--- src/rtl/irq_agg_pkg.sv ---
package irq_agg_pkg;
  localparam int ADDR_W = 2;
  localparam int NLINES = 2;

  typedef enum logic [ADDR_W-1:0] {
    SEL_STAT  = 2'd0,
    SEL_MASK  = 2'd1,
    SEL_ROUTE = 2'd2,
    SEL_GATE  = 2'd3
  } reg_sel_e;
endpackage

--- src/rtl/irq_sticky.sv ---
module irq_sticky #(
  parameter int N = 32
) (
  input  logic         clk_i,
  input  logic         rst_ni,
  input  logic [N-1:0] set_i,
  input  logic         clr_en_i,
  input  logic [N-1:0] clr_i,
  output logic [N-1:0] q_o
);
  logic [N-1:0] q;
  logic [N-1:0] clr_eff;

  assign clr_eff = clr_en_i ? clr_i : '0;

  // set applied after clear: set wins on collision
  always_ff @(posedge clk_i or negedge rst_ni) begin
    if (!rst_ni) q <= '0;
    else         q <= (q & ~clr_eff) | set_i;
  end

  assign q_o = q;
endmodule

--- src/rtl/irq_cfg_reg.sv ---
module irq_cfg_reg #(
  parameter int W = 32
) (
  input  logic         clk_i,
  input  logic         rst_ni,
  input  logic         we_i,
  input  logic [W-1:0] d_i,
  output logic [W-1:0] q_o
);
  logic [W-1:0] q;

  always_ff @(posedge clk_i or negedge rst_ni) begin
    if (!rst_ni)   q <= '0;
    else if (we_i) q <= d_i;
  end

  assign q_o = q;
endmodule

--- src/rtl/irq_route.sv ---
module irq_route #(
  parameter int N      = 32,
  parameter int NLINES = 2
) (
  input  logic [N-1:0]      status_i,
  input  logic [N-1:0]      mask_i,
  input  logic [N-1:0]      sel_i,
  input  logic [NLINES-1:0] gate_i,
  output logic [NLINES-1:0] irq_o
);
  logic [N-1:0] live;

  assign live = status_i & mask_i;

  for (genvar k = 0; k < NLINES; k++) begin : g_line
    logic [N-1:0] to_k;
    assign to_k     = (k == 0) ? (live & ~sel_i) : (live & sel_i);
    assign irq_o[k] = gate_i[k] & (|to_k);
  end
endmodule

--- src/rtl/irq_agg.sv ---
module irq_agg
  import irq_agg_pkg::*;
#(
  parameter int NSRC = 32,
  parameter int DW   = 32
) (
  input  logic              clk_i,
  input  logic              rst_ni,
  input  logic [NSRC-1:0]   evt_i,
  input  logic              wr_en_i,
  input  logic [ADDR_W-1:0] addr_i,
  input  logic [DW-1:0]     wdata_i,
  output logic [DW-1:0]     rdata_o,
  output logic [NLINES-1:0] irq_o
);
  logic [NSRC-1:0]   status_q, mask_q, route_q;
  logic [NLINES-1:0] gate_q;
  logic              we_stat, we_mask, we_route, we_gate;

  assign we_stat  = wr_en_i && (addr_i == SEL_STAT);
  assign we_mask  = wr_en_i && (addr_i == SEL_MASK);
  assign we_route = wr_en_i && (addr_i == SEL_ROUTE);
  assign we_gate  = wr_en_i && (addr_i == SEL_GATE);

  irq_sticky #(.N(NSRC)) u_stat (
    .clk_i(clk_i), .rst_ni(rst_ni), .set_i(evt_i),
    .clr_en_i(we_stat), .clr_i(wdata_i[NSRC-1:0]), .q_o(status_q)
  );

  irq_cfg_reg #(.W(NSRC)) u_mask (
    .clk_i(clk_i), .rst_ni(rst_ni), .we_i(we_mask),
    .d_i(wdata_i[NSRC-1:0]), .q_o(mask_q)
  );

  irq_cfg_reg #(.W(NSRC)) u_route (
    .clk_i(clk_i), .rst_ni(rst_ni), .we_i(we_route),
    .d_i(wdata_i[NSRC-1:0]), .q_o(route_q)
  );

  irq_cfg_reg #(.W(NLINES)) u_gate (
    .clk_i(clk_i), .rst_ni(rst_ni), .we_i(we_gate),
    .d_i(wdata_i[NLINES-1:0]), .q_o(gate_q)
  );

  irq_route #(.N(NSRC), .NLINES(NLINES)) u_route_net (
    .status_i(status_q), .mask_i(mask_q), .sel_i(route_q),
    .gate_i(gate_q), .irq_o(irq_o)
  );

  always_comb begin
    rdata_o = '0;
    unique case (addr_i)
      SEL_STAT:  rdata_o[NSRC-1:0]   = status_q;
      SEL_MASK:  rdata_o[NSRC-1:0]   = mask_q;
      SEL_ROUTE: rdata_o[NSRC-1:0]   = route_q;
      SEL_GATE:  rdata_o[NLINES-1:0] = gate_q;
      default:   rdata_o = '0;
    endcase
  end
endmodule

--- config.mk ---
export PLATFORM = sky130hd
export DESIGN_NAME = irq_agg
export DESIGN_NICKNAME = d
export VERILOG_FILES = /design/src/rtl/irq_agg_pkg.sv /design/src/rtl/irq_sticky.sv /design/src/rtl/irq_cfg_reg.sv /design/src/rtl/irq_route.sv /design/src/rtl/irq_agg.sv
export SDC_FILE = /design/constraint.sdc
export NUM_CORES = 1
export LEC_CHECK = 0
export BUFFER_PORTS_ARGS = -buffer_cell sky130_fd_sc_hd__buf_2
export CAP_MARGIN = 15
export CORE_UTILIZATION = 40
export DETAILED_ROUTE_END_ITERATION = 8
export SYNTH_ARGS = -nofsm -noshare
export SYNTH_HDL_FRONTEND = slang
export SYNTH_SLANG_ARGS = --single-unit
--- constraint.sdc ---
create_clock -name clk_i -period 1.74 [get_ports clk_i]
set_clock_uncertainty 0.15 [all_clocks]
set_input_delay 0 -clock clk_i [delete_from_list [all_inputs] [get_ports clk_i]]
set_output_delay 0 -clock clk_i [all_outputs]
set_load 0.05 [all_outputs]
* Word-level counts from Yosys, hierarchy flattened
Index checks and enable logic that the tools add are counted.
** Word-level totals
- Flip-flop bits (word level) :: 98
- Input bits :: 69
- Word-level logic and storage cells :: 26
** Operators by class
- Equality and inequality tests :: 3
- Multiplexer cells :: 3
- Bitwise operators :: 9
- Reductions and logical operators :: 7
** Operators by type and width (count)
- $and A32 B32 Y32 :: 4
- $pmux W30 S3 :: 1
- $not A32 Y32 :: 2
- $reduce_or A32 Y1 :: 2
- $mux W32 :: 1
- $or A32 B32 Y32 :: 1
- $pmux W2 S4 :: 1
- $eq A2 B2 Y1 const B :: 2
- $logic_and A1 B1 Y1 :: 4
- $and A1 B1 Y1 :: 2
- $eq A2 B1 Y1 const B :: 1
- $logic_not A2 Y1 :: 1

* Depth between registers and ports, before layout
Gate-level depths: netlist of the first run.
- Depth after elaboration :: 6
- Gate-level depth with buffers :: 5
- Mapped depth without buffers :: 4

* Hierarchy
From an unflattened synthesis of the first run, not the netlist that was laid out.
** Unflattened totals
- Cell total of the unflattened synthesis :: 413
- Area total of the unflattened synthesis :: 5200.0 µm²
** Modules (own cells, without submodules)
- irq_cfg_reg (u_mask ...) :: instances 2, cells each 68, area each 1345.0 µm²
- irq_sticky :: instances 1, cells each 99, area each 1194.9 µm²
- irq_agg :: instances 1, cells each 79, area each 735.7 µm²
- irq_route :: instances 1, cells each 95, area each 506.7 µm²
- irq_cfg_reg (u_gate) :: instances 1, cells each 4, area each 72.6 µm²

* Least setup slack after synthesis of the first run
Ideal clock, no wire load.
- Path type :: register to output
- Start :: register u_stat.q[21] (netlist: u_stat.q_o[21])
- End :: output irq_o[1]
- Arrival time :: 1708 ps
- Data required time :: 1590 ps
- Slack :: -118 ps
- Stages on the path, launching flop included :: 5
- Path through :: dfrtp_1 > nand3_1 > nand4_1 > nor4_1 > a21boi_0
** Between the ends
- Word-level cells in the longest chain between the ends :: 4
** RTL lines
- start, declared :: RTL line irq_sticky.sv:11 : logic [N-1:0] q;
- start signal, assigned :: RTL line irq_sticky.sv:19 : else q <= (q & ~clr_eff) | set_i;
- $and A32 B32 Y32 :: RTL line irq_route.sv:13 : assign live = status_i & mask_i;
- $and A32 B32 Y32
- $reduce_or A32 Y1 :: RTL line irq_route.sv:18 : assign irq_o[k] = gate_i[k] & (|to_k);
- $and A1 B1 Y1 :: RTL line irq_route.sv:18
- end, declared :: RTL line irq_agg.sv:14 : output logic [NLINES-1:0] irq_o
No other way between the ends.

* Worst setup path after layout of the first run
- Start :: register u_stat.q[23] (netlist: u_stat.q_o[23])
- End :: output irq_o[0]
** Between the ends
- Word-level cells in the longest chain between the ends :: 4
** RTL lines
- $and A32 B32 Y32 :: RTL line irq_route.sv:13
- $and A32 B32 Y32 :: RTL line irq_route.sv:17 : assign to_k = (k == 0) ? (live & ~sel_i) : (live & sel_i);
- $reduce_or A32 Y1 :: RTL line irq_route.sv:18
- $and A1 B1 Y1 :: RTL line irq_route.sv:18
No other way between the ends.

==> results of run 1 <==
sequential cells by signal, indices dropped and copies added, names as in the netlist:
signal / count
u_route.q_o: 32
u_mask.q_o: 32
u_gate.q_o: 2
u_stat.q_o: 32
cell families (layout without fill, tap and decap cells):
| family | after synthesis | in the layout | share of synthesized area (%) |
|---|---|---|---|
| flops | 98 | 98 | 50.61 |
| mux | 98 | 98 | 22.46 |
| simple gates | 145 | 145 | 14.05 |
| compound gates | 79 | 79 | 10.38 |
| buf+inv | 21 | 247 | 2.504 |
Yosys cell counts, drive strengths merged, types with 2 or more instances:
master	count
o22ai	14
mux2i	30
dfrtp	98
buf	15
nand3	33
clkbuf	5
nand4	8
nor4	5
mux2	66
nand3b	5
o21ai	30
nand2	91
a21o	32
mux4	2
metrics by stage:
| step | utilization (%) | total power, W |
|---|---|---|
| after global placement | 48.50 | 0.004604 |
| final | 60.96 | 0.006833 |
| after detailed placement | 48.50 | 0.004636 |
| after global routing | 60.96 | 0.007182 |
| after floorplan | - | 0.004063 |
| after CTS | 60.58 | 0.006825 |
worst max path at each step:
stage | start | endpoint | slack, ps
2_1_floorplan | u_stat.q_o[2] | rdata_o[2] | 70
3_3_place_gp | u_stat.q_o[23] | irq_o[0] | -70
3_5_place_dp | u_stat.q_o[23] | irq_o[0] | -60
4_1_cts | u_stat.q_o[30] | irq_o[0] | -170
5_1_grt | u_mask.q_o[31] | irq_o[0] | -240
6_report | u_stat.q_o[23] | irq_o[0] | -210
area by class of cell:
class	instances	share of cell area (%)
Sequential cell	98	34.64
Multi-Input combinational cell	322	33.25
Timing Repair Buffer	230	25.52
Clock buffer	14	3.871
Tap cell	143	2.527
Clock inverter	2	0.1414
Inverter	1	0.05302
what timing repair did:
| action | CTS | global route |
|---|---|---|
| gates resized for setup | 13 | 3 |
| hold buffers | 98 | 0 |
| endpoints found under the hold margin | 196 | 0 |
| buffers inserted | 10 | 3 |
| setup endpoints to repair | 2 | 2 |
| pin swaps | 9 | 9 |
layer usage:
layer	share of wire, %	vias to the layer above	wire length (um)	GRT usage (%)
li1	-	2032	-	-
met1	45	2145	6341	32.69
met2	47	140	6703	37.93
met3	5.0	24	712	3.564
met4	2.5	0	354	10.58
met5	0	-	0	0
worst max-delay path: stages (launching register included):
cell     delay (ps)
dfrtp_1         420
nand2_1          90
o22ai_2         100
nor4_4          370
buf_4           180
a41oi_2         110
buf_6           190
power by group through the flow:
| stage | logic, W | clock network (W) | registers [W] |
|---|---|---|---|
| floorplan | 0.00120 | 0 | 0.00287 |
| global placement | 0.00168 | 0 | 0.00293 |
| detailed placement | 0.00169 | 0 | 0.00295 |
| CTS | 0.00195 | 0.00197 | 0.00290 |
| global route | 0.00214 | 0.00207 | 0.00297 |
| finish | 0.00199 | 0.00192 | 0.00292 |
==> summary.txt, run 1 <==
Logic synthesis
  • Register area share after synthesis: 50.61%
  • Largest area contributor in the netlist: dfrtp_1
  • Asr flop ratio synth: 100.0%
  • Mapped Cells: 441
  • Synth area leaders: dfrtp_1 51%, mux2_2 14%, nand2_1 7.0%, mux2i_1 6.2%, a21o_1 5.0%
  • Mapped Area: 4846 um2
  • Most common flop cell mapped by yosys: dfrtp_1
  • Synth warn: 0
  • Post-synth EDFFs: 0
  • Net Count, Synth: 510
  • Top cell type's share of synthesized area: 50.61%
  • Seq cells post-synth: 98
  • Synth Area per Inst: 10.99 um2
  • Post-synth cell types: 25

Clocking
  • Clk root buf: clkbuf_16
  • Worst-Skew Late Latency: 350 ps
  • Clock slew at reported path FFs: 70 ps
  • H-tree depth: 3
  • Longest Clk Path Bufs: 2
  • CTS tree: yes
  • Total clock sinks: 98
  • CTS buffer count: 9

Critical path
  • Reg-to-reg critical path endpoint: u_stat.q_o[3]
  • Crit Reg-Reg Startpoint: u_stat.q_o[3]
  • R2R depth: 4
  • Crit path max fanout: 4
  • Arrival @ worst endpoint: 1800 ps
  • Worst Path Required: 1590 ps
  • Worst Setup Start Kind: flip-flop
  • R2r setup slk: 110 ps
  • CP Class: flip-flop to output pin
  • Critical path endpoint category: output pin

Finish
  • Filler Cells Inserted: 967
  • Final Non-Filler Cells: 810
  • Fin area: 7079 um2
  • Register area: 2452 um2
  • Most common library cell in the layout ignoring fill and taps: buf_2
  • Share of cells above drive strength 1: 33.58%
  • Area of the multi-input gates: 2354 um2
  • Area delta synth->final: 46.09%
  • Final net count: 731
  • Final antenna diode count: 0
  • Commonest cells after routing, fill and taps aside: 99 x buf_2, 98 x dlygate4sd3_1, 98 x dfrtp_1

GRT
  • Largest net degree at the start of global routing: 55
  • Initial antenna violation count: 0
  • Grt total ovfl: 0
  • Vias in the first global route: 4440
  • First-pass GRT wire length: 23030 um
  • Total GRT Usage: 23.89%

Power and ir drop
  • Switch Pwr: 0.002269 W
  • Maximum VDD drop: 0.5263 mV
  • Sw Ratio: 33.21%
  • Combinational fraction of design power: 29.2%
  • LEAKAGE: 3.072 nW
  • Pwr dens: 965.2 nW/um2
  • Internal power: 0.004564 W
  • Seq pwr share: 42.7%
  • Clock power share: 28.1%

Timing
  • Min Tclk post-route: 1948 ps
  • Unrepaired setup endpoints after global routing: true
  • Fin Setup TNS: -325.0 ps
  • Final Slew Violations: 0
  • Final setup margin: -208.3 ps
  • Fin. Hold Viols: 0
  • Final Cycle Share: 112.0%
  • Tightest hold margin: 24.58 ps
  • Final setup vio count: 2
  • Max frequency: 513.3 MHz
  • Slew @ Worst Pin: 396.8 ps
  • Slew Limit Headroom: 73.55%

Worst hold path
  • Worst Hold Class: input pin to async pin

Drt
  • Post-route ant nets: 0
  • Via total after detailed routing: 4341
  • Final WL: 14110 um
  • DRC: 6
  • Via/cell ratio: 5.359
  • Per-cell routed wire length: 17.42 um
  • Drt pass-1 iters: 7
  • Iteration-0 DRC Markers: 207

Floorplan
  • Starting Density: 41.73%
  • Die height: 112.1 um
  • DIE WIDTH: 112.1 um
  • Row cnt: 39
  • Core area: 11610 um2
  • Num ports: 103
  • Die area: 12560 um2

Place
  • DP Cell Count: 683
  • IO buf count: 102
  • DP HPWL: 9357 um
  • DP Worst Slack: -57.88 ps
  • Dpl cell area: 5633 um2
  • Routability Congestion: 0.8353

Run
  • Max Cap Viol: 0

Run status
  • Outcome: finished, violations left
  • Violated checks: design-rule violations, negative setup slack
No activity file was read; power rests on OpenSTA's default activity.
==> run 2: changes to the inputs <==
- PLACE_DENSITY: default -> 0.68
==> summary.txt, run 2 (same netlist as run 1, synthesis figures left out) <==
Run status
  • Outcome: finished, violations left
  • Violated checks: design-rule violations, negative setup slack

Timing
  • Final Cycle Share: 105.4%
  • Final Slew Violations: 0
  • Max frequency: 545.3 MHz
  • Unrepaired setup endpoints after global routing: true
  • Slew Limit Headroom: 70.72%
  • Slew @ Worst Pin: 439.1 ps
  • Final setup vio count: 2
  • Fin. Hold Viols: 0
  • Min Tclk post-route: 1834 ps
  • Final setup margin: -93.78 ps

Critical path
  • CP Class: flip-flop to output pin
  • Worst Path Required: 1590 ps
  • Worst Setup Start Kind: flip-flop
  • Crit Reg-Reg Startpoint: u_stat.q_o[19]
  • Crit path max fanout: 4
  • Worst Setup SP: u_stat.q_o[27]
  • Critical path endpoint category: output pin
  • Arrival @ worst endpoint: 1680 ps
  • R2r setup slk: 200 ps

Drt
  • M1 WL: 6411 um
  • Via total after detailed routing: 4346
  • Via/cell ratio: 5.313
  • Post-route ant nets: 0
  • Iteration-0 DRC Markers: 186
  • Per-cell routed wire length: 17.81 um
  • Drt pass-1 iters: 6
  • Uppermost layer routed: met4
  • WL met3: 652 um
  • Final WL: 14570 um
  • DRC: 3
  • Met2 WL: 7179 um

Place
  • DP HPWL: 9764 um
  • DP Worst Slack: 117.6 ps
  • IO buf count: 102
  • DP Cell Count: 683
  • Routability Congestion: 0.8628

Clocking
  • CTS buffer count: 9
  • Longest Clk Path Bufs: 2
  • Clock slew at reported path FFs: 70 ps
  • CTS tree: yes
  • Worst-Skew Late Latency: 340 ps
  • H-tree depth: 3
  • Clk root buf: clkbuf_16
  • Total clock sinks: 98

Floorplan
  • Starting Density: 41.73%
  • Core area: 11610 um2
  • Die area: 12560 um2
  • Row cnt: 39
  • Die height: 112.1 um
  • DIE WIDTH: 112.1 um
  • Num ports: 103

Finish
  • Final net count: 740
  • Final Non-Filler Cells: 818
  • Filler Cells Inserted: 945
  • Fin util: 62.21%
  • Share of cells above drive strength 1: 35.56%
  • Final antenna diode count: 0
  • Most common library cell in the layout ignoring fill and taps: dlygate4sd3_1
  • Commonest cells after routing, fill and taps aside: 100 x dlygate4sd3_1, 99 x buf_2, 97 x dfrtp_1
  • Area delta synth->final: 49.08%

Power and ir drop
  • Tot Pwr: 0.006973 W
  • LEAKAGE: 3.125 nW
  • Maximum VDD drop: 0.5070 mV
  • Pwr dens: 965.3 nW/um2

Run
  • Max Cap Viol: 0

GRT
  • Total GRT Usage: 24.13%
  • Initial antenna violation count: 0
  • Grt total ovfl: 0
  • Largest net degree at the start of global routing: 36
  • First-pass GRT wire length: 23360 um
  • Vias in the first global route: 4571

Worst hold path
  • Worst Hold Class: input pin to flip-flop
  • Min-delay src: wr_en_i
-- run 2: through the flow --
stage          TNS [ps]  instance area, um2  hold slack [ps]
2_1_floorplan         0                4853           -445.6
3_3_place_gp          0                5645           -181.4
3_5_place_dp          0                5645           -174.5
4_1_cts          -196.8                7097            80.03
5_1_grt          -314.7                7224            98.21
6_report         -155.5                7224            82.87
-- run 2: cell type report --
type | count | area [um2] | area share, %
inverters | 1 | 3.754 | 0.05196
flip-flops and latches | 98 | 2454 | 33.96
well taps | 143 | 178.9 | 2.477
clock inverters | 4 | 51.30 | 0.7101
clock buffers | 11 | 242.7 | 3.360
repair buffers | 239 | 1896 | 26.24
multi-input cells | 322 | 2399 | 33.20
-- run 2: timing repair --
action	4_1_cts	5_1_grt
hold buffers	100	0
resized for setup	14	12
pin swaps	9	10
setup endpoints to repair	2	18
buffers inserted	11	9
hold endpoints to repair	196	0
-- run 2: final timing paths --
path	cells after the start	end
max	6	irq_o[0]
min	3	u_mask.q_o[4]
max reg2reg	3	u_stat.q_o[19]
min reg2reg	1	u_gate.q_o[0]
max in group asynchronous	4	u_stat.q_o[26]
min in group asynchronous	3	u_stat.q_o[13]
-- run 2: critical path, stage by stage, from the launching register on --
cell and delay [ps]:
dfrtp_1 430, buf_4 150, nand2_1 70, o22ai_1 90
nor3_1 250, a41oi_2 160, buf_6 180
-- run 2: metal layers --
layer	GRT usage, %	up-vias
li1	-	2046
met1	30.77	2154
met2	40.54	121
met3	5.238	25
met4	8.800	0
met5	0	-
-- run 2: report_power, final --
part | total [W] | internal (W) | switching, W
sequential | 0.00293 | 0.00260 | 0.000332
clock | 0.00200 | 0.00115 | 0.000856
combinational | 0.00204 | 0.000904 | 0.00114
total | 0.00697 | 0.00465 | 0.00232
